==> config.mk <==
export PLATFORM = sky130hd
export DESIGN_NAME = can_ctrl_regs
export DESIGN_NICKNAME = d
export VERILOG_FILES = /design/src/rtl/can_regs_pkg.sv /design/src/rtl/can_mode_reg.sv /design/src/rtl/can_cmd_strobe.sv /design/src/rtl/can_irq_unit.sv /design/src/rtl/can_status_unit.sv /design/src/rtl/can_ctrl_regs.sv
export SDC_FILE = /design/constraint.sdc
export NUM_CORES = 1
export LEC_CHECK = 0
export ABC_CLOCK_PERIOD_IN_PS = 3700
export BUFFER_PORTS_ARGS = -buffer_cell sky130_fd_sc_hd__buf_2
export CORE_MARGIN = 1.5
export CORE_UTILIZATION = 50
export DETAILED_ROUTE_END_ITERATION = 10
export GPL_ROUTABILITY_DRIVEN = 0
export PLACE_DENSITY_LB_ADDON = 0.15
export SYNTH_ARGS = -nofsm -noshare
export SYNTH_HDL_FRONTEND = slang
export SYNTH_HIERARCHICAL = 1
export SYNTH_SLANG_ARGS = --single-unit
==> constraint.sdc <==
create_clock -name clk -period 3.7 [get_ports clk]
set_clock_uncertainty 0.05 [all_clocks]
set_input_delay 0 -clock clk [delete_from_list [all_inputs] [get_ports clk]]
set_output_delay 0 -clock clk [all_outputs]
set_load 0.03 [all_outputs]
==> src/rtl/can_regs_pkg.sv <==
package can_regs_pkg;
    localparam int DATA_W  = 32;
    localparam int ADDR_W  = 3;
    localparam int MODE_W  = 5;
    localparam int CMD_W   = 6;
    localparam int STS_W   = 8;
    localparam int IRQ_W   = 8;
    localparam int CNT_W   = 8;
    localparam int RX_LSB  = 16;

    localparam logic [ADDR_W-1:0] ADR_MODE = 3'd0;
    localparam logic [ADDR_W-1:0] ADR_CMD  = 3'd1;
    localparam logic [ADDR_W-1:0] ADR_STS  = 3'd2;
    localparam logic [ADDR_W-1:0] ADR_IRQ  = 3'd3;
    localparam logic [ADDR_W-1:0] ADR_IEN  = 3'd4;
    localparam logic [ADDR_W-1:0] ADR_ERR  = 3'd5;

    // mode bit positions
    localparam int MB_RESET  = 0;
    localparam int MB_LISTEN = 1;
    localparam int MB_LOOP   = 2;
    localparam int MB_FILT   = 3;
    localparam int MB_SLEEP  = 4;

    localparam int CMD_CLR_OVR = 3;
    localparam int STS_OVR     = 1;

    localparam logic [MODE_W-1:0] MODE_RST_VAL = 5'h01;
    localparam logic [STS_W-1:0]  STS_RST_VAL  = 8'h3C;

    typedef struct packed {
        logic [MODE_W-1:0] bits;
    } mode_st_t;

    typedef struct packed {
        logic [CMD_W-1:0] strobe;
    } cmd_st_t;

    typedef struct packed {
        logic [IRQ_W-1:0] flags;
        logic [IRQ_W-1:0] en;
    } irq_st_t;

    typedef struct packed {
        logic [STS_W-1:0] sts;
        logic [CNT_W-1:0] tx_cnt;
        logic [CNT_W-1:0] rx_cnt;
    } sts_st_t;
endpackage

==> src/rtl/can_mode_reg.sv <==
module can_mode_reg
    import can_regs_pkg::*;
(
    input  logic              clk,
    input  logic              rst_n,
    input  logic              we,
    input  logic [MODE_W-1:0] wdata,
    output logic [MODE_W-1:0] mode
);
    mode_st_t st_d, st_q;

    always_comb begin
        st_d = st_q;
        if (we) begin
            st_d.bits[MB_RESET]  = wdata[MB_RESET];
            st_d.bits[MB_LISTEN] = wdata[MB_LISTEN];
            st_d.bits[MB_LOOP]   = wdata[MB_LOOP];
            // locked fields: gated by the reset bit held before this write
            if (st_q.bits[MB_RESET]) begin
                st_d.bits[MB_FILT]  = wdata[MB_FILT];
                st_d.bits[MB_SLEEP] = wdata[MB_SLEEP];
            end
        end
    end

    always_ff @(posedge clk or negedge rst_n) begin
        if (!rst_n) st_q <= '{bits: MODE_RST_VAL};
        else        st_q <= st_d;
    end

    assign mode = st_q.bits;
endmodule

==> src/rtl/can_cmd_strobe.sv <==
module can_cmd_strobe
    import can_regs_pkg::*;
(
    input  logic             clk,
    input  logic             rst_n,
    input  logic             we,
    input  logic [CMD_W-1:0] wdata,
    output logic [CMD_W-1:0] strobe
);
    cmd_st_t st_d, st_q;

    always_comb begin
        st_d.strobe = we ? wdata : '0;
    end

    always_ff @(posedge clk or negedge rst_n) begin
        if (!rst_n) st_q <= '0;
        else        st_q <= st_d;
    end

    assign strobe = st_q.strobe;
endmodule

==> src/rtl/can_irq_unit.sv <==
module can_irq_unit
    import can_regs_pkg::*;
(
    input  logic             clk,
    input  logic             rst_n,
    input  logic             we_flags,
    input  logic             we_en,
    input  logic [IRQ_W-1:0] wdata,
    input  logic [IRQ_W-1:0] ev,
    output logic [IRQ_W-1:0] flags,
    output logic [IRQ_W-1:0] en,
    output logic             irq
);
    irq_st_t st_d, st_q;
    logic [IRQ_W-1:0] clr_mask;

    always_comb begin
        st_d     = st_q;
        clr_mask = we_flags ? wdata : '0;
        if (we_en) st_d.en = wdata;
        // set after clear: a simultaneous event wins
        st_d.flags = (st_q.flags & ~clr_mask) | (ev & st_q.en);
    end

    always_ff @(posedge clk or negedge rst_n) begin
        if (!rst_n) st_q <= '0;
        else        st_q <= st_d;
    end

    assign flags = st_q.flags;
    assign en    = st_q.en;
    assign irq   = |st_q.flags;
endmodule

==> src/rtl/can_status_unit.sv <==
module can_status_unit
    import can_regs_pkg::*;
(
    input  logic             clk,
    input  logic             rst_n,
    input  logic [STS_W-1:0] eng_sts,
    input  logic             clr_ovr,
    input  logic             err_upd,
    input  logic [CNT_W-1:0] err_tx_in,
    input  logic [CNT_W-1:0] err_rx_in,
    input  logic             err_clr,
    output logic [STS_W-1:0] sts,
    output logic [CNT_W-1:0] tx_cnt,
    output logic [CNT_W-1:0] rx_cnt
);
    sts_st_t st_d, st_q;

    always_comb begin
        st_d              = st_q;
        st_d.sts          = eng_sts;
        st_d.sts[STS_OVR] = eng_sts[STS_OVR] | (st_q.sts[STS_OVR] & ~clr_ovr);
        if (err_upd) begin
            st_d.tx_cnt = err_tx_in;
            st_d.rx_cnt = err_rx_in;
        end else if (err_clr) begin
            st_d.tx_cnt = '0;
            st_d.rx_cnt = '0;
        end
    end

    always_ff @(posedge clk or negedge rst_n) begin
        if (!rst_n) st_q <= '{sts: STS_RST_VAL, tx_cnt: '0, rx_cnt: '0};
        else        st_q <= st_d;
    end

    assign sts    = st_q.sts;
    assign tx_cnt = st_q.tx_cnt;
    assign rx_cnt = st_q.rx_cnt;
endmodule

==> src/rtl/can_ctrl_regs.sv <==
module can_ctrl_regs
    import can_regs_pkg::*;
(
    input  logic              clk,
    input  logic              rst_n,
    input  logic              bus_sel,
    input  logic              bus_wr,
    input  logic [ADDR_W-1:0] bus_addr,
    input  logic [DATA_W-1:0] bus_wdata,
    output logic [DATA_W-1:0] bus_rdata,
    input  logic [IRQ_W-1:0]  ev_irq,
    input  logic [STS_W-1:0]  eng_sts,
    input  logic              err_upd,
    input  logic [CNT_W-1:0]  err_tx_in,
    input  logic [CNT_W-1:0]  err_rx_in,
    output logic              irq,
    output logic              mode_reset,
    output logic              mode_listen,
    output logic              mode_loopback,
    output logic              mode_single_filt,
    output logic              mode_sleep,
    output logic [CMD_W-1:0]  cmd_strobe
);
    logic              wr_any;
    logic              we_mode, we_cmd, we_flags, we_en, we_err;
    logic [MODE_W-1:0] mode_word;
    logic [IRQ_W-1:0]  int_flags, int_en;
    logic [STS_W-1:0]  sts_word;
    logic [CNT_W-1:0]  tx_cnt, rx_cnt;

    assign wr_any   = bus_sel & bus_wr;
    assign we_mode  = wr_any && (bus_addr == ADR_MODE);
    assign we_cmd   = wr_any && (bus_addr == ADR_CMD);
    assign we_flags = wr_any && (bus_addr == ADR_IRQ);
    assign we_en    = wr_any && (bus_addr == ADR_IEN);
    assign we_err   = wr_any && (bus_addr == ADR_ERR);

    can_mode_reg u_mode (
        .clk   (clk),
        .rst_n (rst_n),
        .we    (we_mode),
        .wdata (bus_wdata[MODE_W-1:0]),
        .mode  (mode_word)
    );

    can_cmd_strobe u_cmd (
        .clk    (clk),
        .rst_n  (rst_n),
        .we     (we_cmd),
        .wdata  (bus_wdata[CMD_W-1:0]),
        .strobe (cmd_strobe)
    );

    can_irq_unit u_irq (
        .clk      (clk),
        .rst_n    (rst_n),
        .we_flags (we_flags),
        .we_en    (we_en),
        .wdata    (bus_wdata[IRQ_W-1:0]),
        .ev       (ev_irq),
        .flags    (int_flags),
        .en       (int_en),
        .irq      (irq)
    );

    can_status_unit u_sts (
        .clk       (clk),
        .rst_n     (rst_n),
        .eng_sts   (eng_sts),
        .clr_ovr   (we_cmd & bus_wdata[CMD_CLR_OVR]),
        .err_upd   (err_upd),
        .err_tx_in (err_tx_in),
        .err_rx_in (err_rx_in),
        .err_clr   (we_err && (bus_wdata == '0)),
        .sts       (sts_word),
        .tx_cnt    (tx_cnt),
        .rx_cnt    (rx_cnt)
    );

    assign mode_reset       = mode_word[MB_RESET];
    assign mode_listen      = mode_word[MB_LISTEN];
    assign mode_loopback    = mode_word[MB_LOOP];
    assign mode_single_filt = mode_word[MB_FILT];
    assign mode_sleep       = mode_word[MB_SLEEP];

    always_comb begin
        bus_rdata = '0;
        case (bus_addr)
            ADR_MODE: bus_rdata[MODE_W-1:0] = mode_word;
            ADR_STS:  bus_rdata[STS_W-1:0]  = sts_word;
            ADR_IRQ:  bus_rdata[IRQ_W-1:0]  = int_flags;
            ADR_IEN:  bus_rdata[IRQ_W-1:0]  = int_en;
            ADR_ERR: begin
                bus_rdata[CNT_W-1:0]       = tx_cnt;
                bus_rdata[RX_LSB +: CNT_W] = rx_cnt;
            end
            default: bus_rdata = '0;
        endcase
    end
endmodule

Word level (Yosys, flattened, before mapping)
Cells that the tools add are included.

word-level totals
  logic and storage cells = 40
  register bits = 51
  output and inout port bits = 44

cells by class
  bitwise operators = 9
  multiplexer cells = 7
  reductions and logical operators = 11
  equal/unequal tests = 5

operators with widths
  cell                                                  number
  zero test 32 bit                                      1
  two-way mux 16 bit                                    2
  one-hot mux 5 bit (5 select lines)                    1
  bitwise AND 8 bit                                     2
  two-way mux 8 bit                                     2
  one-hot mux 3 bit (4 select lines)                    1
  NOT 8 bit                                             1
  OR 8 bit                                              1
  OR reduction 8 bit                                    1
  equality test 3 x 2 -> 1 bit (second input constant)  2
  equality test 3 bit (second input constant)           2
  logical AND 1 bit                                     6
  two-way mux 6 bit                                     1
  bitwise AND 1 bit                                     3
  equality test 3 x 1 -> 1 bit (second input constant)  1
  zero test 3 bit                                       1
  AND reduction 2 bit                                   1
  nonzero test 2 bit                                    1
  NOT 1 bit                                             1
  OR 1 bit                                              1

Logic depth before layout (Yosys ltp)
Gate-level depths: netlist (run 1).

  word-level depth = 6
  gate-level depth with buffers = 7
  mapped depth without buffers = 5

Modules after synthesis
Netlist (run 1), hierarchy kept.

modules (own cells, without submodules)
  module           cells an instance  seq. area each (sq um)  instances  area an instance (sq um)
  can_status_unit  46                 605.6                   1          818.3
  can_irq_unit     45                 400.4                   1          653.1
  can_ctrl_regs    91                 0.0                     1          638.1
  can_mode_reg     11                 126.4                   1          196.4
  can_cmd_strobe   12                 150.1                   1          187.7

Least setup slack after synthesis (run 1)
Ideal clock, no wire load.

  path type = input-to-reg
  from = in bus_wdata[18]
  to = reg u_sts.st_q (netlist bit u_sts/tx_cnt[4])
  path slack = 2087 ps
  stages on the path = 6
  data required time = 3530 ps
  arrival = 1443 ps
  path buffers = 1
  setup time = 120 ps
  path through = nor4_1 nand3_1 nor4_1 nor2_8 buf_8 a22o_4

between the ends
  cells in the longest elaborated chain, start to end = 3

RTL lines
  what                          RTL line               text
  from (decl)                   can_ctrl_regs.sv:9     input logic [DATA_W-1:0] bus_wdata,
  zero test 32 bit              can_ctrl_regs.sv:74    .err_clr (we_err && (bus_wdata == '0)),
  logical AND 1 bit             can_ctrl_regs.sv:74
  nonzero test 2 bit (no line)  --
  to (signal assigned)          can_status_unit.sv:32  if (!rst_n) st_q <= '{sts: STS_RST_VAL, tx_cnt: '0, rx_cnt: '0};
  to (signal assigned)          can_status_unit.sv:33  else st_q <= st_d;
  to (decl)                     can_status_unit.sv:16  sts_st_t st_d, st_q;

No other way between the ends.
A chain may end at the register's enable or synchronous reset.

Worst setup path in the final report (run 1)
  from = in bus_wdata[3]
  to = reg u_sts.st_q (netlist bit u_sts/tx_cnt[4])

Same word-level chain as after synthesis.

==> results of run 1 <==
## flip-flops by register name, indices dropped and copies added, names as in the netlist
signal        count
u_irq/en          8
u_irq/flags       8
u_sts/rx_cnt      8
u_sts/sts         8
u_sts/tx_cnt      8
u_cmd/strobe      6
u_mode/mode       5
## what timing repair did
| action | 4_1_cts | 5_1_grt |
|---|---|---|
| buffers inserted | 0 | 0 |
| endpoints found under the hold margin | 97 | 0 |
| hold buffers | 49 | 0 |
## area by class of cell
cell class                      instances  area share
Sequential cell                        51       0.365
Inverter                                2     0.00213
Multi-Input combinational cell        139       0.297
Timing Repair Buffer                  150       0.284
Clock buffer                            8      0.0284
Tap cell                               67      0.0238
## layer usage
| metal | part of all wire | global-route usage |
|---|---|---|
| met5 | 0 | 0 |
| met4 | 0.011 | 0.0802 |
| met3 | 0.046 | 0.0549 |
| met2 | 0.51 | 0.421 |
| met1 | 0.43 | 0.339 |
## per-stage QoR
stage / total power [mW] / instance area, µm² / cells / util / worst slack (ns)
2_1_floorplan: 0.879 / 2550 / 220 / - / 2.09
3_3_place_gp: 0.967 / 2930 / 360 / 0.616 / 1.62
3_5_place_dp: 0.973 / 2930 / 360 / 0.616 / 1.64
4_1_cts: 1.36 / 3520 / 417 / 0.740 / 1.41
5_1_grt: 1.41 / 3520 / 417 / 0.740 / 1.30
6_report: 1.36 / 3520 / 417 / 0.740 / 1.39
## worst paths after layout
path / end / from
setup / recovery: u_sts/tx_cnt[4] / bus_wdata[3]
hold / removal: u_sts/tx_cnt[7] / err_upd
setup reg to reg: u_irq/flags[2] / u_irq/flags[2]
hold reg to reg: u_sts/sts[1] / u_sts/sts[1]
max in group asynchronous: u_irq/flags[7] / rst_n
min in group asynchronous: u_cmd/strobe[1] / rst_n
## critical path, stage by stage
cell           delay [ns]
dlygate4sd3_1        0.55
buf_2                0.17
nor4_1               0.50
nand4_1              0.16
nor4_1               0.67
nor2_8               0.13
a22o_4               0.26
## cell families (layout without fill, tap and decap cells)
family,Yosys count,count (layout),synth area share
buffers and inverters,30,160,0.0898
DFF,51,51,0.514
muxes,22,22,0.114
other,1,16,0.00150
and+or+nand+nor,60,60,0.143
AOI/OAI and AO/OA,41,41,0.138
## power by group through the flow
stage / Clock [mW] / Sequential, mW / Combinational (mW)
after floorplan: 0 / 0.689 / 0.190
after global placement: 0 / 0.677 / 0.289
after detailed placement: 0 / 0.679 / 0.294
after CTS: 0.350 / 0.669 / 0.339
after global routing: 0.370 / 0.677 / 0.367
final: 0.345 / 0.670 / 0.341
## synthesized netlist by cell type, types with 2 or more instances
library cell and instances:
dfrtp_1 46, a22o_1 22, buf_4 17, nor4_1 12, mux2_4 11, nand2_1 11
and3_1 8, and2_1 7, nand3_1 7, a21oi_1 6, buf_2 5, dfstp_2 5
buf_6 4, mux2_1 4, mux2i_1 4, a221o_1 3, mux2_2 3, or3b_2 3
a221oi_1 2, a22oi_1 2, inv_1 2, nand2b_1 2, nor2_1 2, nor2b_1 2
nor3_1 2, o22ai_1 2
==> summary.md, run 1 <==
| Metric | Value |
|---|---|
| Net Sw Power | slightly below 400 µW |
| Post-Route WL | between 6000 and 7000 µm |
| Hold crit path type | in -> reg |
| Most frequent cells in the layout | buf_2 (99), dlygate4sd3_1 (49), dfrtp_1 (46) |
| Post-cts sizing count | 0 |
| DRC viols | 0 |
| Total GRT Usage | 0.256 |
| First-pass GRT wire length | just over 10,000 µm |
| Clk root buf | clkbuf_8 |
| DRT Pass-1 Iters | 4 |
| I/O pin cnt | 116 |
| Initial DRC count | between 100 and 150 |
| Clock Latency Late Sink | approximately 0.30 ns |
| Chip Height | 73.6 µm |
| Yosys Warn Count | 6 |
| Worst Reg-to-Reg Cells | 2 |
| ANT cells | 0 |
| Pint | approximately 960 µW |
| RSZ-0062 raised after global routing | false |
| Core area | about 4800 µm² |
| Commonest non-fill, non-tap cell in the layout | buf_2 |
| Power per cell area | between 300 and 400 nW/µm² |
| Final Hold Fails | 0 |
| Area delta synth->final | 41.1% |
| Antenna Nets Post-Route | 0 |
| Critical Path AT | roughly 2.5 ns |
| DR WL/cell | about 16 µm |
| CTS Buf Count | 5 |
| Asr flop ratio synth | 1.00 |
| R2R setup slack | roughly 2.4 ns |
| Max frequency | approximately 430 MHz |
| Final net count | between 400 and 500 |
| Share of layout cells above drive strength 1 | 0.386 |
| Synth top area share | 0.462 |
| Post-DP HPWL | 4440 µm |
| Minimum clock period | roughly 2.3 ns |
| Dominant cells by area after synthesis | dfrtp_1 (46%), a22o_1 (7.7%), mux2_4 (6.6%) |
| Critical-path maximum fanout | 16 |
| Multi-input gate area | roughly 1000 µm² |
| Total die area | ~5400 µm² |
| Number of antenna violations at the first check in global routing | 0 |
| Unique cell type count in the Yosys netlist | 37 |
| CP Class | in -> reg |
| Vias/cell | around 5.2 |
| Yosys top cell by area | dfrtp_1 |
| Sequential area share after synthesis | 0.514 |
| Slew @ Worst Pin | about 1.1 ns |
| Hold path depth | 2 |
| Sum of negative setup slack | 0 ns |
| Clk sinks | 51 |
| Slew Limit Fails | 0 |
| Cell row count | 25 |
| Clk buf depth | 2 |
| Status | complete, no violations |
| Comb pwr share | 0.252 |
| Die Width | 73.6 µm |
| Sequential cell fraction of total power | 0.494 |
| I/O Buffers | between 90 and 100 |
| Sw frac | 0.291 |
| CP startpoint kind | input pin |
| Starting Density | 0.524 |
| Seq. cell area | between 1000 and 1500 µm² |
| Hold WS | about 0.17 ns |
| Final setup fails | 0 |
| Total leakage power | 1.73 nW |
| Mean Syn Cell Area | between 10 and 15 µm² |
| Overflow left after global routing | 0 |
| FILL cells | roughly 360 |
| Post-synth EDFFs | 0 |
| Period utilisation layout | 0.625 |
| CTS clk-pin slew, worst paths | ~0.08 ns |
| FF+latch count, synth | 51 |
| Vias in the first global route | 2,155 |
| Power share of the clock group | 0.254 |
| Post-synth top flop | dfrtp_1 |
| Syn Inst Count | about 200 |
| CTS H-tree lvls | 2 |
| Slew margin rel. | 0.269 |
| Routed via count | between 2,000 and 2,500 |
| Crit path capture type | flip-flop |
| Synthesized area | between 2000 and 2500 µm² |
| CP Data Required Time | roughly 3.8 ns |
| MaxCap Viol Count | 0 |
| CTS tree | yes |
| Largest net degree at the start of global routing | between 50 and 60 |
| Maximum VDD drop | 221 µV |
Power figures use the tool's default switching activity.
==> inputs of run 2 (changes only) <==
ABC_AREA = 1   (was not set)
ABC_CLOCK_PERIOD_IN_PS = 1850   (was 3700)
CORE_UTILIZATION = 43   (was 50)
clock period = 1.85 ns   (was 3.7 ns; I/O delays follow)
==> summary.md, run 2 <==
| Metric | Value |
|---|---|
| Routed via count | 2,570 (was 2,158) |
| Pint | 2.02 mW (was 962 µW) |
| Final Hold Fails | 0 (unchanged) |
| Power share of the clock group | 0.320 (was 0.254) |
| Synthesized area | 2710 µm² (was 2490 µm²) |
| I/O pin cnt | 116 (unchanged) |
| DR WL/cell | 11.8 µm (was 15.9 µm) |
| Pwr Total | 2.86 mW (was 1.36 mW) |
| R2R setup slack | 0.60 ns (was 2.35 ns) |
| Starting Density | 0.452 (was 0.524) |
| Post-cts sizing count | 0 (unchanged) |
| FF-to-FF End | u_irq/flags[0] (was u_irq/flags[2]) |
| Crit path capture type | flip-flop (unchanged) |
| CTS clk-pin slew, worst paths | 0.10 ns (was 0.08 ns) |
| CTS Buf Count | 5 (unchanged) |
| Total GRT Usage | 0.220 (was 0.256) |
| Synth cell count leaders | nand2_1 (146), inv_1 (49), dfrtp_1 (46) (was dfrtp_1 (46), a22o_1 (22), buf_4 (17)) |
| Vias in the first global route | 2,423 (was 2,155) |
| Sequential cell fraction of total power | 0.463 (was 0.494) |
| Cell row count | 28 (was 25) |
| Post-synth top flop | dfrtp_1 (unchanged) |
| Maximum VDD drop | 473 µV (was 221 µV) |
| Unique cell type count in the Yosys netlist | 24 (was 37) |
| Status | complete, no violations (unchanged) |
| Post-synthesis simple-gate area fraction | 0.340 (was 0.142) |
| Clk buf depth | 2 (unchanged) |
| First-pass GRT wire length | 11,100 µm (was 10,200 µm) |
| Syn Inst Count | 363 (was 205) |
| Adder-Cell Fraction of Synth Area | 0 (unchanged) |
| Placed cell area | 3180 µm² (was 2930 µm²) |
| Overflow left after global routing | 0 (unchanged) |
| Max frequency | about 680 MHz |
| Vias/cell | 4.36 (was 5.18) |
| Final net count | 586 (was 421) |
| Post-synth EDFFs | 0 (unchanged) |
| Share of layout cells above drive strength 1 | 0.250 (was 0.386) |
| FILL cells | 565 (was 361) |
| Commonest non-fill, non-tap cell in the layout | nand2_1 (was buf_2) |
| MaxCap Viol Count | 0 (unchanged) |
| Largest net degree at the start of global routing | 21 (was 52) |
| Slew Limit Fails | 0 (unchanged) |
| FF+latch count, synth | 51 (unchanged) |
| Initial DRC count | 108 (was 140) |
| Total leakage power | 2.17 nW (was 1.73 nW) |
| Minimum clock period | between 1 and 1.5 ns |
| Critical Path AT | 1.61 ns (was 2.45 ns) |
| Hold EP | u_sts/rx_cnt[5] (was u_sts/tx_cnt[7]) |
| Synth Area in Compound Gates | 0.0305 (was 0.138) |
| Post-Route WL | 6980 µm (was 6620 µm) |
| Dominant cells by area after synthesis | dfrtp_1 (42%), nand2_1 (20%), inv_1 (6.8%) (was dfrtp_1 (46%), a22o_1 (7.7%), mux2_4 (6.6%)) |
| Worst Reg-to-Reg Cells | 3 (was 2) |
| Net Sw Power | 842 µW (was 394 µW) |
| Count leader, synth | nand2_1 (was dfrtp_1) |
| Comb pwr share | 0.217 (was 0.252) |
| Proportion of synthesized area in mux cells | 0 (was 0.114) |
| Yosys Warn Count | 6 (unchanged) |
| Clk root buf | clkbuf_8 (unchanged) |
| CP Data Required Time | 1.99 ns (was 3.84 ns) |
| CTS tree | yes (unchanged) |
| Sw frac | 0.294 (was 0.291) |
| I/O Buffers | 99 (unchanged) |
| Synth top area share | 0.425 (was 0.462) |
| Main combinational cell family by area after synthesis | simple AND/OR/NAND/NOR gates (unchanged) |
| Total die area | 6780 µm² (was 5420 µm²) |
| Area delta synth->final | 40.4% (was 41.1%) |
| Reg2reg start | u_irq/flags[0] (was u_irq/flags[2]) |
| Hold crit path type | in -> reg (unchanged) |
| CP Class | in -> reg (unchanged) |
| Post-route cell area | 3800 µm² (was 3520 µm²) |
| Period utilisation layout | 0.794 |
| Sequential area share after synthesis | 0.473 (was 0.514) |
| Clk sinks | 51 (unchanged) |
| Critical-path maximum fanout | 16 (unchanged) |
| Cells after DPL | 533 (was 360) |
| Hold path depth | 3 (was 2) |
| RSZ-0062 raised after global routing | false (unchanged) |
| Sum of negative setup slack | 0 ns (unchanged) |
| Xor and xnor area share after synthesis | 0 (unchanged) |
| Number of antenna violations at the first check in global routing | 0 (unchanged) |
| Core area | 5990 µm² (was 4750 µm²) |
| Most frequent cells in the layout | nand2_1 (146), buf_2 (99), inv_1 (49), dlygate4sd3_1 (49), dfrtp_1 (46) (was buf_2 (99), dlygate4sd3_1 (49), dfrtp_1 (46)) |
| Power per cell area | 752 nW/µm² (was 385 nW/µm²) |
| Mean Syn Cell Area | 7.46 µm² (was 12.2 µm²) |
| Final setup fails | 0 (unchanged) |
| Chip Height | 82.4 µm (was 73.6 µm) |
| Antenna Nets Post-Route | 0 (unchanged) |
| Min-delay src | err_upd (unchanged) |
| Die Width | 82.4 µm (was 73.6 µm) |
| Asr flop ratio synth | 1.00 (unchanged) |
| ANT cells | 0 (unchanged) |
| CTS H-tree lvls | 2 (unchanged) |
| DRT Pass-1 Iters | 4 (unchanged) |
| Yosys top cell by area | dfrtp_1 (unchanged) |
| Post-DP HPWL | 5070 µm (was 4440 µm) |
| CP startpoint kind | input pin (unchanged) |
| Clock Latency Late Sink | 0.30 ns (about the same) |
| DRC viols | 0 (unchanged) |
| Post-route insts no fill | 590 (was 417) |
| Hold WS | 0.0336 ns (was 0.173 ns) |
[run 2: cell count changes in the layout (fill, tap and decap cells not counted), sizes merged, moves of 6 or more]
| cell | change |
|---|---|
| nor4 | -10 |
| nor2 | +44 |
| mux2 | -18 |
| and3 | -8 |
| o21ai | +15 |
| and2 | -7 |
| inv | +49 |
| nand2 | +136 |
| a22o | -24 |
| a21oi | -6 |
[run 2: critical path: stages]
cell           delay [ns]
dlygate4sd3_1        0.53
buf_2                0.15
nor2_1               0.13
nand2_1              0.06
nor2_1               0.12
nand3_1              0.09
nor2_1               0.29
nor2_8               0.11
nand2_1              0.09
nand2_1              0.04
[run 2: area by class of cell]
| type | instances | area (µm²) | area share |
|---|---|---|---|
| sequential | 51 | 1280 | 0.337 |
| multi-input combinational | 250 | 1060 | 0.280 |
| timing repair buffer | 155 | 1040 | 0.273 |
| inverter | 51 | 191 | 0.0503 |
| tap | 75 | 93.8 | 0.0247 |
| clock buffer | 6 | 72.6 | 0.0191 |
| clock inverter | 2 | 60.1 | 0.0158 |
[run 2: metrics by stage]
| stage | utilization | setup WS [ns] |
|---|---|---|
| after floorplan | - | 0.557 |
| after global placement | 0.531 | 0.586 |
| after detailed placement | 0.531 | 0.531 |
| after CTS | 0.635 | 0.371 |
| after global routing | 0.635 | 0.261 |
| final | 0.635 | 0.381 |
[run 2: worst max-delay path by stage]
stage               slack (ns)               to          from
floorplan                 0.56  u_sts/rx_cnt[4]   bus_addr[1]
global placement          0.59  u_sts/tx_cnt[2]   bus_addr[0]
detailed placement        0.53  u_sts/tx_cnt[0]   bus_addr[0]
CTS                       0.37  u_sts/tx_cnt[0]  bus_wdata[1]
global route              0.26  u_sts/rx_cnt[2]  bus_wdata[3]
finish                    0.38  u_sts/tx_cnt[0]  bus_wdata[1]
[run 2: routing by layer]
metal | GRT usage | part of all wire | vias to the layer above | wire length [µm]
met2 | 0.393 | 0.50 | 82 | 3460
met4 | 0.0678 | 0.014 | 0 | 95
met3 | 0.0473 | 0.057 | 6 | 400
met1 | 0.261 | 0.43 | 1131 | 3030
met5 | 0 | 0 | - | 0
li1 | - | - | 1351 | -
[run 2: timing repair]
action,in CTS,in global routing
hold endpoints to repair,98,0
buffers inserted,0,0
hold buffers,49,0
[run 2: kinds of logic (layout without fill, tap and decap cells)]
family	Yosys count	count (layout)
compound gates	16	16
buf+inv	77	214
flops	51	51
other cells	1	16
simple gates	218	218
[run 2: power groups by stage]
stage	Sequential [mW]	Clock (mW)	Combinational [mW]
2_1_floorplan	1.38	0	0.326
3_3_place_gp	1.34	0	0.534
3_5_place_dp	1.35	0	0.541
4_1_cts	1.33	0.936	0.619
5_1_grt	1.34	0.984	0.696
6_report	1.32	0.916	0.620
==> inputs of run 3 (changes only) <==
ABC_CLOCK_PERIOD_IN_PS = 1300   (was 1850)
clock period = 1.3 ns   (was 1.85 ns; I/O delays follow)
==> summary.md, run 3 (same netlist as run 2, synthesis figures left out) <==
| Metric | Value |
|---|---|
| First-pass GRT wire length | 11,200 µm (was 11,100 µm) |
| Final setup fails | 1 (was 0) |
| MaxCap Viol Count | 0 (unchanged) |
| Pwr Total | 3.70 mW (was 2.86 mW) |
| Chip Height | 82.4 µm (unchanged) |
| Setup slack at placement | 0.00717 ns (was 0.531 ns) |
| Largest net degree at the start of global routing | 52 (was 21) |
| Post-DP HPWL | 4880 µm (was 5070 µm) |
| Failing checks | setup timing |
| Number of antenna violations at the first check in global routing | 0 (unchanged) |
| Share of layout cells above drive strength 1 | 0.270 (was 0.250) |
| CP startpoint kind | flip-flop (was input pin) |
| Overflow left after global routing | 0 (unchanged) |
| Slew Limit Fails | 0 (unchanged) |
| CP Class | reg -> out (was in -> reg) |
| Final Hold Fails | 0 (unchanged) |
| Clock Latency Late Sink | 0.30 ns (about the same) |
| CTS clk-pin slew, worst paths | 0.09 ns (was 0.10 ns) |
| I/O pin cnt | 116 (unchanged) |
| Total die area | 6780 µm² (unchanged) |
| DRC viols | 0 (unchanged) |
| Power per cell area | 977 nW/µm² (was 752 nW/µm²) |
| Slowest cell on the critical path | dfstp_2 (was dlygate4sd3_1) |
| Clk root buf | clkbuf_8 (unchanged) |
| Commonest non-fill, non-tap cell in the layout | nand2_1 (unchanged) |
| Total GRT Usage | 0.223 (was 0.220) |
| ANT cells | 0 (unchanged) |
| Routed via count | 2,594 (was 2,570) |
| Total leakage power | 2.18 nW (was 2.17 nW) |
| Cell row count | 28 (unchanged) |
| CP Data Required Time | 1.25 ns (was 1.99 ns) |
| Antenna Nets Post-Route | 0 (unchanged) |
| Layout Utilization | 0.633 (was 0.635) |
| Critical path's largest stage delay | 0.56 ns (was 0.53 ns) |
| RSZ-0062 raised after global routing | true (was false) |
| Max frequency | ~760 MHz |
| Crit path capture type | primary output (was flip-flop) |
| Status | finished with violations (was complete, no violations) |
| DR WL/cell | 11.6 µm (was 11.8 µm) |
| I/O Buffers | 99 (unchanged) |
| Hold crit path type | in -> reg (unchanged) |
| Period utilisation layout | 1.01 |
| Area delta synth->final | 39.9% (was 40.4%) |
| Multi-input gate area | 1080 µm² (was 1060 µm²) |
| Core area | 5990 µm² (unchanged) |
| Critical-path maximum fanout | 2 (was 16) |
| Initial DRC count | 111 (was 108) |
| Most frequent cells in the layout | nand2_1 (146), buf_2 (93), inv_1 (48) (was nand2_1 (146), buf_2 (99), inv_1 (49), dlygate4sd3_1 (49), dfrtp_1 (46)) |
| CTS H-tree lvls | 2 (unchanged) |
| Clk buf depth | 2 (unchanged) |
| CTS Buf Count | 5 (unchanged) |
| Vias/cell | 4.40 (was 4.36) |
| Maximum VDD drop | 505 µV (was 473 µV) |
| Critical-path cell list | nand3_2 -> o21ai_2 -> nor2_1 -> nand2_1 -> buf_6 (was dlygate4sd3_1 -> buf_2 -> nor2_1 -> nand2_1 -> nor2_1 -> nand3_1 -> nor2_1 -> nor2_8 -> nand2_1 -> nand2_1) |
| DRT Pass-1 Iters | 4 (unchanged) |
| Post-route setup slack | -0.00883 ns (was 0.381 ns) |
| Seq. cell area | 1280 µm² (unchanged) |
| FILL cells | 564 (was 565) |
| Starting Density | 0.452 (unchanged) |
| Vias in the first global route | 2,425 (was 2,423) |
| Final net count | 586 (unchanged) |
| Die Width | 82.4 µm (unchanged) |
| Post-Route WL | 6840 µm (was 6980 µm) |
| Critical Path AT | 1.26 ns (was 1.61 ns) |
| CTS tree | yes (unchanged) |
| Clk sinks | 51 (unchanged) |
| Minimum clock period | roughly 1.3 ns |
## run 3: path summary, 6_finish.rpt
path | slack, ns | to | startpoint | depth (start not counted)
worst max-delay path | -0.009 | bus_rdata[0] | u_mode/mode[0] | 5
worst max register to register | 0.08 | u_irq/flags[3] | u_irq/flags[3] | 3
max in group asynchronous | 0.75 | u_sts/sts[2] | rst_n | 3
min in group asynchronous | 0.15 | u_cmd/strobe[1] | rst_n | 3
worst min register to register | 0.43 | u_sts/tx_cnt[4] | u_sts/tx_cnt[4] | 2
worst min-delay path | 0.05 | u_sts/tx_cnt[1] | err_upd | 3
## run 3: timing repair
| item | CTS | global route |
|---|---|---|
| setup buffers | 1 | 1 |
| hold endpoints to repair | 102 | 0 |
| hold buffers | 42 | 0 |
| pin swaps | 2 | 6 |
| setup endpoints to repair | 3 | 7 |
| resized for setup | 8 | 16 |
## run 3: per-stage QoR
stage	setup TNS, ns	std cells	hold slack (ns)	instance area (µm²)
after floorplan	0	378	-0.346	2770
after global placement	0	538	-0.0403	3230
after detailed placement	0	538	-0.0356	3230
after CTS	-0.0202	589	0.0391	3750
after global routing	-0.249	590	0.0629	3790
final	-0.00883	590	0.0498	3790
## run 3: area by class of cell
cell class / instances / area share
sequential: 51 / 0.338
timing repair buffer: 155 / 0.280
clock buffer: 8 / 0.0211
tap: 75 / 0.0248
inverter: 51 / 0.0512
multi-input combinational: 250 / 0.285
## run 3: layer usage
layer	global-route usage	wire length (µm)
met1	0.273	2910
met4	0.0763	138
met3	0.0484	460
met2	0.387	3330
met5	0	0
## run 3: power breakdown
group	internal, mW	switching (mW)	total (mW)	leakage, nW
clock	0.384	0.500	0.884	0.0395
combinational	0.385	0.563	0.949	1.55
sequential	1.76	0.112	1.87	0.591
## run 3: worst max-delay path: cells and delay by family, from the launching register on
family | cells | cell delay, ns
buffers and inverters | 1 | 0.13
and+or+nand+nor | 3 | 0.20
DFF | 1 | 0.56
AOI/OAI and AO/OA | 1 | 0.06
